===== src/rtl/qs_pkg.sv =====
`timescale 1ns/1ps
package qs_pkg;

   typedef enum logic [2:0] {
      ST_IDLE  = 3'd0,
      ST_SOFT  = 3'd1,
      ST_ACCEL = 3'd2,
      ST_HOLD  = 3'd3,
      ST_TRACK = 3'd4
   } qs_state_e;

   localparam int INC_W = 9;

   // frequency increment per tick, unit 0.1 mHz per 1 ms tick (= 0.1 Hz/s)
   function automatic logic [INC_W-1:0] accel_inc(input logic [3:0] code);
      logic [INC_W-1:0] r;
      case (code)
         4'd0:    r = 9'd31;
         4'd1:    r = 9'd51;
         4'd2:    r = 9'd70;
         4'd3:    r = 9'd90;
         4'd4:    r = 9'd109;
         4'd5:    r = 9'd148;
         4'd6:    r = 9'd188;
         default: r = 9'd266;
      endcase
      return r;
   endfunction

endpackage


===== src/rtl/su_cfg_latch.sv =====
`timescale 1ns/1ps
module su_cfg_latch #(
   parameter int DW           = 9,
   parameter int FW           = 24,
   parameter int LVL_STD_HI   = 256,
   parameter int LVL_STD_LO   = 128,
   parameter int LVL_EXT_HI   = 85,
   parameter int LVL_EXT_LO   = 43,
   parameter int HANDOVER_PCT = 51,
   parameter int FMAX_STD     = 5000000,
   parameter int FMAX_EXT     = 10000000
) (
   input  logic                     clk,
   input  logic                     rst_n,
   input  logic [3:0]               code_in,
   input  logic                     sel_in,
   output logic                     cfg_ok,
   output logic [DW-1:0]            lvl,
   output logic [DW-1:0]            ho_lvl,
   output logic [qs_pkg::INC_W-1:0] inc,
   output logic [FW-1:0]            fmax
);
   localparam int HW = DW + 8;

   logic [3:0]    code_q;
   logic          sel_q;
   logic          ext;
   logic [HW-1:0] hprod;

   always_ff @(posedge clk) begin
      if (!rst_n) begin
         cfg_ok <= 1'b0;
         code_q <= '0;
         sel_q  <= 1'b0;
      end else if (!cfg_ok) begin
         cfg_ok <= 1'b1;
         code_q <= code_in;
         sel_q  <= sel_in;
      end
   end

   always_comb begin
      ext = code_q[3];
      if (ext) lvl = sel_q ? DW'(LVL_EXT_HI) : DW'(LVL_EXT_LO);
      else     lvl = sel_q ? DW'(LVL_STD_HI) : DW'(LVL_STD_LO);
      hprod  = HW'(lvl) * HW'(HANDOVER_PCT);
      ho_lvl = DW'(hprod / HW'(100));
      inc    = qs_pkg::accel_inc(code_q);
      fmax   = ext ? FW'(FMAX_EXT) : FW'(FMAX_STD);
   end
endmodule


===== src/rtl/su_soft_shape.sv =====
`timescale 1ns/1ps
module su_soft_shape #(
   parameter int DW         = 9,
   parameter int CW         = 11,
   parameter int SOFT_TICKS = 1230
) (
   input  logic [DW-1:0] lvl,
   input  logic [CW-1:0] k,
   output logic [DW-1:0] amp
);
   localparam int PW = DW + CW;

   logic [PW-1:0] prod;
   assign prod = PW'(lvl) * PW'(k);

   generate
      if ((SOFT_TICKS & (SOFT_TICKS - 1)) == 0) begin : g_shift
         localparam int SH = $clog2(SOFT_TICKS);
         assign amp = DW'(prod >> SH);
      end else begin : g_div
         assign amp = DW'(prod / PW'(SOFT_TICKS));
      end
   endgenerate
endmodule


===== src/rtl/su_freq_step.sv =====
`timescale 1ns/1ps
module su_freq_step #(
   parameter int FW = 24
) (
   input  logic [FW-1:0]            freq,
   input  logic [qs_pkg::INC_W-1:0] inc,
   input  logic [FW-1:0]            fmax,
   output logic [FW-1:0]            freq_nx
);
   logic [FW:0] sum;

   always_comb begin
      sum = {1'b0, freq} + (FW+1)'(inc);
      if (sum > {1'b0, fmax}) freq_nx = fmax;
      else                    freq_nx = sum[FW-1:0];
   end
endmodule


===== src/rtl/su_dmd_pacer.sv =====
`timescale 1ns/1ps
module su_dmd_pacer #(
   parameter int DW        = 9,
   parameter int SLOW_HALF = 30,
   parameter int FAST_HALF = 15
) (
   input  logic          clk,
   input  logic          rst_n,
   input  logic          run,
   input  logic          tick,
   input  logic [DW-1:0] cur,
   input  logic [DW-1:0] target,
   output logic          step_up,
   output logic          step_dn
);
   localparam int QTR = 2 ** (DW - 2);
   localparam int CRW = $clog2(SLOW_HALF + 3);

   logic [CRW-1:0] credit;
   logic [CRW-1:0] sum;
   logic [CRW-1:0] thr;
   logic           differs;
   logic           fire;

   always_comb begin
      differs = (cur != target);
      sum     = credit + CRW'(2);
      thr     = (cur < DW'(QTR)) ? CRW'(SLOW_HALF) : CRW'(FAST_HALF);
      fire    = run && tick && differs && (sum >= thr);
      step_up = fire && (target > cur);
      step_dn = fire && (target < cur);
   end

   always_ff @(posedge clk) begin
      if (!rst_n || !run) begin
         credit <= '0;
      end else if (tick) begin
         if (!differs)        credit <= '0;
         else if (sum >= thr) credit <= sum - thr;
         else                 credit <= sum;
      end
   end
endmodule


===== src/rtl/quiet_start_seq.sv =====
`timescale 1ns/1ps
module quiet_start_seq #(
   parameter int DW           = 9,
   parameter int FW           = 24,
   parameter int SOFT_TICKS   = 1230,
   parameter int ACCEL_TICKS  = 1600,
   parameter int HOLD_TICKS   = 500,
   parameter int SLOW_HALF    = 30,
   parameter int FAST_HALF    = 15,
   parameter int START_FREQ   = 8120,
   parameter int FMAX_STD     = 5000000,
   parameter int FMAX_EXT     = 10000000,
   parameter int LVL_STD_HI   = 256,
   parameter int LVL_STD_LO   = 128,
   parameter int LVL_EXT_HI   = 85,
   parameter int LVL_EXT_LO   = 43,
   parameter int HANDOVER_PCT = 51
) (
   input  logic          clk,
   input  logic          rst_n,
   input  logic          tick_1ms,
   input  logic          start_req,
   input  logic [3:0]    param_code,
   input  logic          drive_sel,
   input  logic [DW-1:0] target_dmd,
   output logic [DW-1:0] demand,
   output logic [FW-1:0] freq_cmd,
   output logic          closed_loop
);
   import qs_pkg::*;

   localparam int MAXT_A = (SOFT_TICKS > ACCEL_TICKS) ? SOFT_TICKS : ACCEL_TICKS;
   localparam int MAXT   = (MAXT_A > HOLD_TICKS) ? MAXT_A : HOLD_TICKS;
   localparam int CW     = $clog2(MAXT + 1);

   // elaboration-time parameter checks
   generate
      if (DW < 3 || FW < 2)
         begin : g_bad_width  $error("quiet_start_seq: DW or FW too small"); end
      if (SOFT_TICKS < 1 || ACCEL_TICKS < 1 || HOLD_TICKS < 1)
         begin : g_bad_window $error("quiet_start_seq: windows must be at least one tick"); end
      if (FAST_HALF < 2 || SLOW_HALF < FAST_HALF)
         begin : g_bad_pace   $error("quiet_start_seq: pacing thresholds out of order"); end
      if (LVL_STD_HI >= 2**DW || LVL_STD_LO >= 2**DW || LVL_EXT_HI >= 2**DW || LVL_EXT_LO >= 2**DW)
         begin : g_bad_level  $error("quiet_start_seq: level does not fit DW"); end
      if (HANDOVER_PCT > 100)
         begin : g_bad_pct    $error("quiet_start_seq: handover percentage above 100"); end
      if (START_FREQ > FMAX_STD || START_FREQ > FMAX_EXT || FMAX_STD >= 2**FW || FMAX_EXT >= 2**FW)
         begin : g_bad_freq   $error("quiet_start_seq: frequency limits inconsistent"); end
   endgenerate

   qs_state_e               st;
   logic [CW-1:0]           cnt;
   logic [CW-1:0]           cnt_nx;
   logic                    cfg_ok;
   logic [DW-1:0]           lvl;
   logic [DW-1:0]           ho_lvl;
   logic [INC_W-1:0]        inc;
   logic [FW-1:0]           fmax;
   logic [DW-1:0]           amp;
   logic [FW-1:0]           freq_nx;
   logic                    step_up;
   logic                    step_dn;

   assign cnt_nx = cnt + CW'(1);

   su_cfg_latch #(
      .DW(DW), .FW(FW),
      .LVL_STD_HI(LVL_STD_HI), .LVL_STD_LO(LVL_STD_LO),
      .LVL_EXT_HI(LVL_EXT_HI), .LVL_EXT_LO(LVL_EXT_LO),
      .HANDOVER_PCT(HANDOVER_PCT), .FMAX_STD(FMAX_STD), .FMAX_EXT(FMAX_EXT)
   ) u_cfg (
      .clk(clk), .rst_n(rst_n), .code_in(param_code), .sel_in(drive_sel),
      .cfg_ok(cfg_ok), .lvl(lvl), .ho_lvl(ho_lvl), .inc(inc), .fmax(fmax)
   );

   su_soft_shape #(.DW(DW), .CW(CW), .SOFT_TICKS(SOFT_TICKS)) u_shape (
      .lvl(lvl), .k(cnt_nx), .amp(amp)
   );

   su_freq_step #(.FW(FW)) u_fstep (
      .freq(freq_cmd), .inc(inc), .fmax(fmax), .freq_nx(freq_nx)
   );

   su_dmd_pacer #(.DW(DW), .SLOW_HALF(SLOW_HALF), .FAST_HALF(FAST_HALF)) u_pace (
      .clk(clk), .rst_n(rst_n), .run(st == ST_TRACK), .tick(tick_1ms),
      .cur(demand), .target(target_dmd), .step_up(step_up), .step_dn(step_dn)
   );

   always_ff @(posedge clk) begin
      if (!rst_n || !start_req) begin
         st       <= ST_IDLE;
         cnt      <= '0;
         demand   <= '0;
         freq_cmd <= '0;
      end else begin
         case (st)
            ST_IDLE: begin
               if (cfg_ok) begin
                  st       <= ST_SOFT;
                  cnt      <= '0;
                  demand   <= '0;
                  freq_cmd <= FW'(START_FREQ);
               end
            end
            ST_SOFT: begin
               if (tick_1ms) begin
                  demand <= amp;
                  if (cnt_nx == CW'(SOFT_TICKS)) begin
                     st  <= ST_ACCEL;
                     cnt <= '0;
                  end else begin
                     cnt <= cnt_nx;
                  end
               end
            end
            ST_ACCEL: begin
               if (tick_1ms) begin
                  freq_cmd <= freq_nx;
                  if (cnt_nx == CW'(ACCEL_TICKS)) begin
                     st     <= ST_HOLD;
                     cnt    <= '0;
                     demand <= ho_lvl;
                  end else begin
                     cnt <= cnt_nx;
                  end
               end
            end
            ST_HOLD: begin
               if (tick_1ms) begin
                  if (cnt_nx == CW'(HOLD_TICKS)) begin
                     st  <= ST_TRACK;
                     cnt <= '0;
                  end else begin
                     cnt <= cnt_nx;
                  end
               end
            end
            ST_TRACK: begin
               if (step_up)      demand <= demand + DW'(1);
               else if (step_dn) demand <= demand - DW'(1);
            end
            default: st <= ST_IDLE;
         endcase
      end
   end

   assign closed_loop = (st == ST_HOLD) || (st == ST_TRACK);
endmodule


===== config.mk =====
export PLATFORM = sky130hd
export DESIGN_NAME = quiet_start_seq
export DESIGN_NICKNAME = d
export VERILOG_FILES = /design/src/rtl/qs_pkg.sv /design/src/rtl/su_cfg_latch.sv /design/src/rtl/su_soft_shape.sv /design/src/rtl/su_freq_step.sv /design/src/rtl/su_dmd_pacer.sv /design/src/rtl/quiet_start_seq.sv
export SDC_FILE = /design/constraint.sdc
export NUM_CORES = 1
export LEC_CHECK = 0
export BUFFER_PORTS_ARGS = -buffer_cell sky130_fd_sc_hd__buf_2
export CAP_MARGIN = 25
export CELL_PAD_IN_SITES_DETAIL_PLACEMENT = 1
export CELL_PAD_IN_SITES_GLOBAL_PLACEMENT = 1
export CORE_AREA = 10 10 170 172
export DETAILED_ROUTE_END_ITERATION = 10
export DIE_AREA = 0 0 180 182
export GPL_TIMING_DRIVEN = 0
export PLACE_DENSITY = 0.88
export SLEW_MARGIN = 20
export SYNTH_ARGS = -nofsm -noshare
export SYNTH_HDL_FRONTEND = slang
export SYNTH_SLANG_ARGS = --single-unit

===== constraint.sdc =====
create_clock -name clk -period 17.9 [get_ports clk]
set_input_delay 0.895 -clock clk [delete_from_list [all_inputs] [get_ports clk]]
set_output_delay 0.895 -clock clk [all_outputs]
set_load 0.005 [all_outputs]

==> flow_summary.toml, run 1 <==
[clock_tree]
numCtsBuffers = 9
cts_resized = 0
cts-hold-fix-buffers = 0
h-tree-depth = 3
clk_latency_ns = 0.34
tritoncts = "built"
clk_pin_slew_worst_paths_ns = 0.05
clk_path_buf_depth = 2
root_buffer = "clkbuf_16"
post_cts_buffers = 0
cts_num_sinks = 59

[synthesis]
synthSimpleGateAreaFrac_pct = 21.99
synth_xor_area_share_pct = 9.174
ys_ff_latch = 59
synth_edf_count = 0
synth_nets = 1778
synth_fa_ha_area_share_pct = 21.03
ys_warn_count = 0
synth_top_family_by_area = "compound AO/OA/AOI/OAI gates"
async_flop_share_pct = 0
synth.avg_cell_area_sq_um = 7.568
syn_area_sq_mm = 0.01207
netlist_instances = 1595
yosysSeqAreaShare_pct = 9.785
synth-main-ff-cell = "dfxtp_1"
synth-compound-area-share_pct = 28.63
muxShareOfSynthArea_pct = 2.768
ys_types = 111

[cells_and_area]
layout_commonest_cell = "nor2_1"
fin_nets = 1841
most-common-layout-cells = "nor2_1 (152), a21oi_1 (137), inv_1 (129)"
drive_gt1_share_pct = 9.747
stdcell_count = 1997
fill_cells = 3243
stdcell_area_sq_mm = 0.01307
syn2layout_area_growth_pct = 8.293
diodes = 0

[routing]
ant_nets = 0
num_vias = 12582
postRouteWirelength_um = 40030
drt_iter0_markers = 770
firstDrtPassIters = 5
avgViaCountPerCell = 6.300
wire_per_inst_um = 20.05
drc = 0

[grt]
grtUsageTotal_pct = 23.57
grt_overflow = 0
grt_max_degree = 21
grt_pass1_vias = 13500
antenna_found_initial = 0
grt_pass1_wl_um = 66830

[placed_design]
gp_congestion = 0.8983
dpl.hpwl_um = 31320
dpl_cell_area_sq_mm = 0.01275
io_buffer_count = 51
post-place-ws_ns = 2.019
dp.cells = 1981

[run]
drv_cap = 0

[worst_setup_path]
cp_slowest_cell = "xnor2_1"
cp_max_fo = 10
cpPeakStageDelay_ns = 0.68
start_kind = "flop"
end_kind = "flop"
crit_type = "flop to flop"
cp.required_ns = 18.10
cp_data_arrival_time_ns = 16.13
crit_top_cell = "fa_1"

[timing]
min_period_ns = 15.93
setup_viol = 0
period_share_pct = 88.98
worst_pin_slew_ns = 1.035
fin_skew_ns = 0.003404
setup_ws_ns = 1.973
rsz0062_at_grt = "no"
slew_headroom_pct = 30.85
final_hold_viol_count = 0
finalSetupTns_ns = 0
final_max_slew_viol_count = 0
max_freq_ghz = 0.06279

[pwr]
p_switching_uw = 120.1
p_sw_share_pct = 29.55
p_int_uw = 286.4
p_total_uw = 406.6
combPwrFrac_pct = 20.0
p_per_area_mw_per_mm2 = 31.10
seq_power_share_pct = 33.5
clkPwrFrac_pct = 46.5
peakVddDrop_v = 0.00006479
cellLeakagePower_uw = 0.005809

[floorplanning]
core_sq_mm = 0.02562
io_pins = 52
die_w_um = 180
std_cell_rows = 59
start_util_pct = 47.12
die_area_sq_mm = 0.03276
die_y_um = 182

[status]
status = "finished clean"

[hold_path]
hold_path_class = "flop to flop"
## state kept, by name, summed over array words and instances, names as in the netlist
signal / count
u_cfg.code_q: 4
st: 3
demand: 9
cnt: 11
u_cfg.cfg_ok: 1
u_cfg.sel_q: 1
freq_cmd: 24
u_pace.credit: 6
## cell usage after synthesis, types with 32 or more instances
cell      count  share of area, %
xnor2_1      77               5.6
clkbuf_1     35               1.1
nor3_1       32               1.3
nor2_1      152               4.7
inv_1       129               4.0
nand2_1     108               3.4
nand3_1      39               1.6
a21oi_1     137               5.7
ha_1        110                11
and2_1       37               1.9
xor2_1       37               2.7
fa_1         55               9.1
dfxtp_1      59               9.8
o21ai_0      70               2.9
## per-stage QoR
stage,util [%],hold slack (ns)
6_report,51.03,0.5117
5_1_grt,51.03,0.5305
4_1_cts,51.01,0.5064
3_5_place_dp,49.77,0.4980
3_3_place_gp,49.75,0.4897
2_1_floorplan,-,0.4570
## layer usage
metal	GRT usage (%)	wire, um	vias up
li1	-	-	5894
met2	44.11	20860	296
met1	26.94	16760	6307
met5	0	0	-
met4	8.038	1001	0
met3	2.843	1413	85
## kinds of logic (layout without fill, tap and decap cells)
kind of cell | count (synthesis) | in the layout
muxes | 32 | 32
adders and majority gates | 171 | 171
DFF | 59 | 59
buffers and inverters | 196 | 263
and+or+nand+nor | 527 | 527
AOI/OAI and AO/OA | 490 | 490
xor gates and xnor gates | 120 | 120
## worst max-delay path, delay by kind of cell, from the launching register on
kind | cells | cell delay, ns
AOI/OAI and AO/OA | 24 | 6.73
and+or+nand+nor | 10 | 2.82
adders and majority gates | 6 | 2.66
buffers and inverters | 8 | 1.34
xor gates and xnor gates | 2 | 0.88
muxes | 2 | 0.81
DFF | 1 | 0.54
## worst paths after layout
kind,from,endpoint,slack [ns],cells after the start
worst min-delay path,cnt[3],cnt[3],0.51,2
worst min register to register,cnt[3],cnt[3],0.51,2
worst max-delay path,cnt[0],demand[0],1.97,52
worst max register to register,cnt[0],demand[0],1.97,52
## final cells by class
| type | instances | area, sq um | share of cell area (%) |
|---|---|---|---|
| Timing Repair Buffer | 52 | 260.3 | 1.991 |
| Clock buffer | 10 | 239.0 | 1.828 |
| Buffer | 65 | 307.8 | 2.355 |
| Inverter | 131 | 491.7 | 3.762 |
| Sequential cell | 59 | 1181 | 9.036 |
| Tap cell | 335 | 419.2 | 3.207 |
| Multi-Input combinational cell | 1340 | 10090 | 77.23 |
| Clock inverter | 5 | 77.57 | 0.5935 |
## power groups by stage
stage                     Clock [uW]  Sequential [uW]  Combinational (uW)
after floorplan                    0              138                55.8
after global placement             0              139                74.8
after detailed placement           0              139                79.1
after CTS                        190              136                80.4
after global routing             197              137                89.7
final                            189              136                81.2
(Power assumes the default switching activity.)
==> run 2, diff against run 1 <==
--- a/config.mk
+++ b/config.mk
@@ -14,6 +14,7 @@
 export DIE_AREA = 0 0 180 182
 export GPL_TIMING_DRIVEN = 0
 export PLACE_DENSITY = 0.88
+export RECOVER_POWER = 50
 export SLEW_MARGIN = 20
 export SYNTH_ARGS = -nofsm -noshare
 export SYNTH_HDL_FRONTEND = slang
==> run 2 against run 1 <==
Compared with the run above: sequential power is essentially flat; combinational power about the same; routed wire length barely moved; register-to-register slack gained 0.03 ns.
==> flow_summary.toml, run 2 (synthesis gave the netlist of run 1 again) <==
[timing]
max_freq_ghz = 0.06289
min_period_ns = 15.90
fin_skew_ns = 0.006572
setup_ws_ns = 2.000
final_max_slew_viol_count = 0
slew_headroom_pct = 32.47
setup_viol = 0
period_share_pct = 88.83
worst_pin_slew_ns = 1.011
finalSetupTns_ns = 0
rsz0062_at_grt = "no"
final_hold_viol_count = 0

[pwr]
cellLeakagePower_uw = 0.005686
combPwrFrac_pct = 19.9
p_int_uw = 286.2
p_per_area_mw_per_mm2 = 31.24
peakVddDrop_v = 0.00006461
clkPwrFrac_pct = 46.6
p_switching_uw = 121.1
seq_power_share_pct = 33.5
p_sw_share_pct = 29.73

[placed_design]
dp.cells = 1981
gp_congestion = 0.8983
post-place-ws_ns = 2.019
io_buffer_count = 51
dpl.hpwl_um = 31320
dpl_cell_area_sq_mm = 0.01275

[clock_tree]
clk_pin_slew_worst_paths_ns = 0.05
h-tree-depth = 3
cts-hold-fix-buffers = 0
tritoncts = "built"
numCtsBuffers = 9
cts_num_sinks = 59
root_buffer = "clkbuf_16"
cts_resized = 0
post_cts_buffers = 0
clk_latency_ns = 0.35
clk_path_buf_depth = 2

[cells_and_area]
syn2layout_area_growth_pct = 7.992
drive_gt1_share_pct = 8.002
largest_reg_flops = 24
stdcell_area_sq_mm = 0.01304
stdcell_count = 1997
reg_top3 = "freq_cmd x24, cnt x11, demand x9"
fin_nets = 1841
max_flop_register = "freq_cmd"
diodes = 0
layout_commonest_cell = "nor2_1"
most-common-layout-cells = "nor2_1 (152), a21oi_1 (137), inv_1 (129)"

[grt]
grt_pass1_vias = 13500
grtUsageTotal_pct = 23.57
grt_max_degree = 21
grt_overflow = 0
antenna_found_initial = 0
grt_pass1_wl_um = 66830

[hold_path]
hold_path_class = "flop to flop"
worstHoldPathCells = 2
hold_start = "cnt[3]"
whs_endpoint = "cnt[3]"

[worst_setup_path]
crit_top_cell = "fa_1"
r2r_cells = 52
cp_slowest_cell = "xnor2_1"
crit_type = "flop to flop"
cp.required_ns = 18.10
cp_max_fo = 10
worst-path-buf-inv = 8
start_kind = "flop"
crit_family = "compound AO/OA/AOI/OAI gates"
end_kind = "flop"
rrSetupSlack_ns = 2.00
r2r_end = "demand[0]"
r2r-start = "cnt[0]"
cpPeakStageDelay_ns = 0.67
cp_data_arrival_time_ns = 16.10

[floorplanning]
die_w_um = 180
core_sq_mm = 0.02562
io_pins = 52
die_y_um = 182
die_area_sq_mm = 0.03276
std_cell_rows = 59
start_util_pct = 47.12

[routing]
wire_per_inst_um = 20.05
num_vias = 12558
drt_iter0_markers = 724
postRouteWirelength_um = 40040
firstDrtPassIters = 5
ant_nets = 0
drc = 0
avgViaCountPerCell = 6.288

[status]
status = "finished clean"

[run]
drv_cap = 0
-- run 2: changes by cell type in the layout (fill, tap and decap cells not counted) --
cell	change
buf_2	-29
clkbuf_1	+30
buf_1	-1
-- run 2: through the flow --
stage          utilization, %  hold slack, ns  total power [uW]
2_1_floorplan               -          0.4570             194.2
3_3_place_gp            49.75          0.4897             213.6
3_5_place_dp            49.77          0.4980             218.2
4_1_cts                 51.01          0.5064             406.9
5_1_grt                 50.89          0.5331             423.1
6_report                50.89          0.5126             407.2
-- run 2: worst min-delay path: stages, from the launching register on --
cell     delay [ns]
dfxtp_1        0.34
nand2_1        0.07
a21oi_1        0.05
-- run 2: cell type report --
type	count	area (sq um)
clock inverters	5	77.57
repair buffers	52	224.0
clock buffers	10	239.0
flip-flops and latches	59	1181
plain buffers	65	307.8
multi-input cells	1340	10090
well taps	335	419.2
fillers	3256	12580
inverters	131	491.7
-- run 2: power by group through the flow --
| stage | Combinational (uW) | Sequential (uW) | Clock [uW] |
|---|---|---|---|
| floorplan | 55.8 | 138 | 0 |
| global placement | 74.8 | 139 | 0 |
| detailed placement | 79.1 | 139 | 0 |
| CTS | 80.4 | 136 | 190 |
| global route | 89.4 | 137 | 197 |
| finish | 81.0 | 136 | 190 |
-- run 2: worst max path at each step --
stage | start | endpoint | slack, ns | cells after the start
floorplan | cnt[0] | demand[0] | 4.75 | 53
global placement | cnt[0] | demand[0] | 2.56 | 53
detailed placement | cnt[0] | demand[0] | 2.02 | 52
CTS | cnt[0] | demand[0] | 1.98 | 52
global route | cnt[0] | demand[0] | 0.77 | 53
finish | cnt[0] | demand[0] | 2.00 | 52
-- run 2: per-layer routing --
metal / track usage (%) / up-vias / routed length, um
met4: 8.038 / 0 / 1014
met2: 44.11 / 279 / 20840
li1: - / 5892 / -
met3: 2.843 / 90 / 1322
met1: 26.94 / 6297 / 16860
met5: 0 / - / 0
==> run 3, diff against run 2 <==
--- a/config.mk
+++ b/config.mk
@@ -9,11 +9,12 @@
 export CAP_MARGIN = 25
 export CELL_PAD_IN_SITES_DETAIL_PLACEMENT = 1
 export CELL_PAD_IN_SITES_GLOBAL_PLACEMENT = 1
-export CORE_AREA = 10 10 170 172
+export CORE_AREA = 10 10 175 177
 export DETAILED_ROUTE_END_ITERATION = 10
-export DIE_AREA = 0 0 180 182
+export DIE_AREA = 0 0 185 187
 export GPL_TIMING_DRIVEN = 0
-export PLACE_DENSITY = 0.88
+export MAX_ROUTING_LAYER = met4
+export PLACE_DENSITY = 0.84
 export RECOVER_POWER = 50
 export SLEW_MARGIN = 20
 export SYNTH_ARGS = -nofsm -noshare
==> run 3 against run 2 <==
Compared with the run above: register-to-register slack worse by 0.08 ns; flip-flop and latch count stayed put; count of clock-buffer cells in the layout is 1 higher; combinational power is 2% lower; sequential power about the same; utilization down 3.1 points; critical endpoint unchanged.
==> flow_summary.toml, run 3 (synthesis gave the netlist of run 1 again) <==
[routing]
met3_wirelength_um = 1005
wl_met2_um = 20050
m1WireLength_um = 16850
postRouteWirelength_um = 38630
topRoutingLayerUsed = "met4"
drc = 0
drt_iter0_markers = 697
firstDrtPassIters = 5
ant_nets = 0
num_vias = 12229
wire_per_inst_um = 19.23
avgViaCountPerCell = 6.087

[cells_and_area]
syn2layout_area_growth_pct = 8.261
largest_reg_flops = 24
diodes = 0
drive_gt1_share_pct = 7.998
layout_commonest_cell = "nor2_1"
reg_top3 = "freq_cmd x24, cnt x11, demand x9"
most-common-layout-cells = "nor2_1 (152), a21oi_1 (137), inv_1 (129)"
fin_util_pct = 47.82
max_flop_register = "freq_cmd"
fin_nets = 1841
fill_cells = 3485

[grt]
grt_max_degree = 21
grt_overflow = 0
grt_pass1_vias = 13069
grt_pass1_wl_um = 65270
antenna_found_initial = 0
grtUsageTotal_pct = 22.86

[clock_tree]
h-tree-depth = 3
tritoncts = "built"
numCtsBuffers = 9
cts-hold-fix-buffers = 0
cts_resized = 0
cts_num_sinks = 59
clk_path_buf_depth = 2
root_buffer = "clkbuf_16"
post_cts_buffers = 0
clk_latency_ns = 0.35
clk_pin_slew_worst_paths_ns = 0.05

[status]
status = "finished clean"

[floorplanning]
die_y_um = 187
core_sq_mm = 0.02732
std_cell_rows = 61
die_w_um = 185
die_area_sq_mm = 0.03460
io_pins = 52
start_util_pct = 44.18

[worst_setup_path]
end_kind = "flop"
cp.required_ns = 18.10
cp_slowest_cell = "a2bb2oi_1"
cp_max_fo = 10
cpPeakStageDelay_ns = 0.80
start_kind = "flop"
crit_type = "flop to flop"
cp_data_arrival_time_ns = 16.19
worst-path-buf-inv = 9
crit_family = "compound AO/OA/AOI/OAI gates"

[timing]
fin_skew_ns = 0.01205
slew_headroom_pct = 33.29
final_hold_viol_count = 0
setup_viol = 0
rsz0062_at_grt = "no"
min_period_ns = 15.98
worst_pin_slew_ns = 0.9969
max_freq_ghz = 0.06256
finalSetupTns_ns = 0
period_share_pct = 89.29
final_max_slew_viol_count = 0

[pwr]
p_per_area_mw_per_mm2 = 31.36
cellLeakagePower_uw = 0.005715
peakVddDrop_v = 0.00005971

[hold_path]
hold_path_class = "flop to flop"

[run]
drv_cap = 0

[placed_design]
gp_congestion = 0.9177
io_buffer_count = 51
dpl.hpwl_um = 30880
-- run 3: changes by cell type in the layout (fill, tap and decap cells not counted) --
| cell | change |
|---|---|
| buf_1 | +1 |
| clkbuf_1 | -1 |
| clkbuf_2 | -1 |
| clkbuf_8 | +1 |
| clkinv_2 | +1 |
| clkinvlp_4 | -1 |
| dlymetal6s2s_1 | +1 |
-- run 3: per-layer routing --
metal | GRT usage (%) | vias up
met2 | 40.36 | 220
met5 | - | -
met1 | 27.04 | 6056
met4 | 5.816 | 0
met3 | 2.195 | 66
li1 | - | 5887
-- run 3: worst paths after layout --
check,endpoint,cells past startpoint,slack (ns),startpoint
worst min-delay path,u_pace.credit[0],2,0.50,u_pace.credit[0]
worst max register to register,demand[0],53,1.92,cnt[0]
worst min register to register,u_pace.credit[0],2,0.50,u_pace.credit[0]
worst max-delay path,demand[0],53,1.92,cnt[0]
-- run 3: area by class of cell --
type                       count  area, sq um  share of cell area (%)
multi-input combinational   1340        10090                   77.25
sequential                    59         1181                   9.039
inverter                     131        491.7                   3.763
tap                          346        432.9                   3.313
buffer                        65        307.8                   2.355
clock buffer                  11        252.7                   1.934
timing repair buffer          52        231.5                   1.771
clock inverter                 5        75.07                  0.5745
-- run 3: per-stage QoR --
stage / cell area (sq um) / hold slack (ns) / total power, uW / std cells / worst slack, ns
final: 13070 / 0.5014 / 409.8 / 2009 / 1.916
after global routing: 13070 / 0.5526 / 428.6 / 2009 / 0.7503
after CTS: 13090 / 0.5036 / 412.8 / 2008 / 2.006
after detailed placement: 12760 / 0.5041 / 217.3 / 1992 / 2.113
after global placement: 12760 / 0.4878 / 213.7 / 1992 / 2.520
after floorplan: 12070 / 0.4570 / 194.2 / 1595 / 4.748
-- run 3: report_power, final --
part	total (uW)	leakage (uW)	switching, uW	internal [uW]
registers	136	0.000478	2.67	134
clock network	194	0.000165	65.3	129
logic	79.6	0.00507	51.5	28.2
total	410	0.00572	119	290
-- run 3: tightest hold or removal path, stage by stage (launching register included) --
cell and delay [ns]:
dfxtp_1 0.32, a21oi_1 0.06, nor2_1 0.08
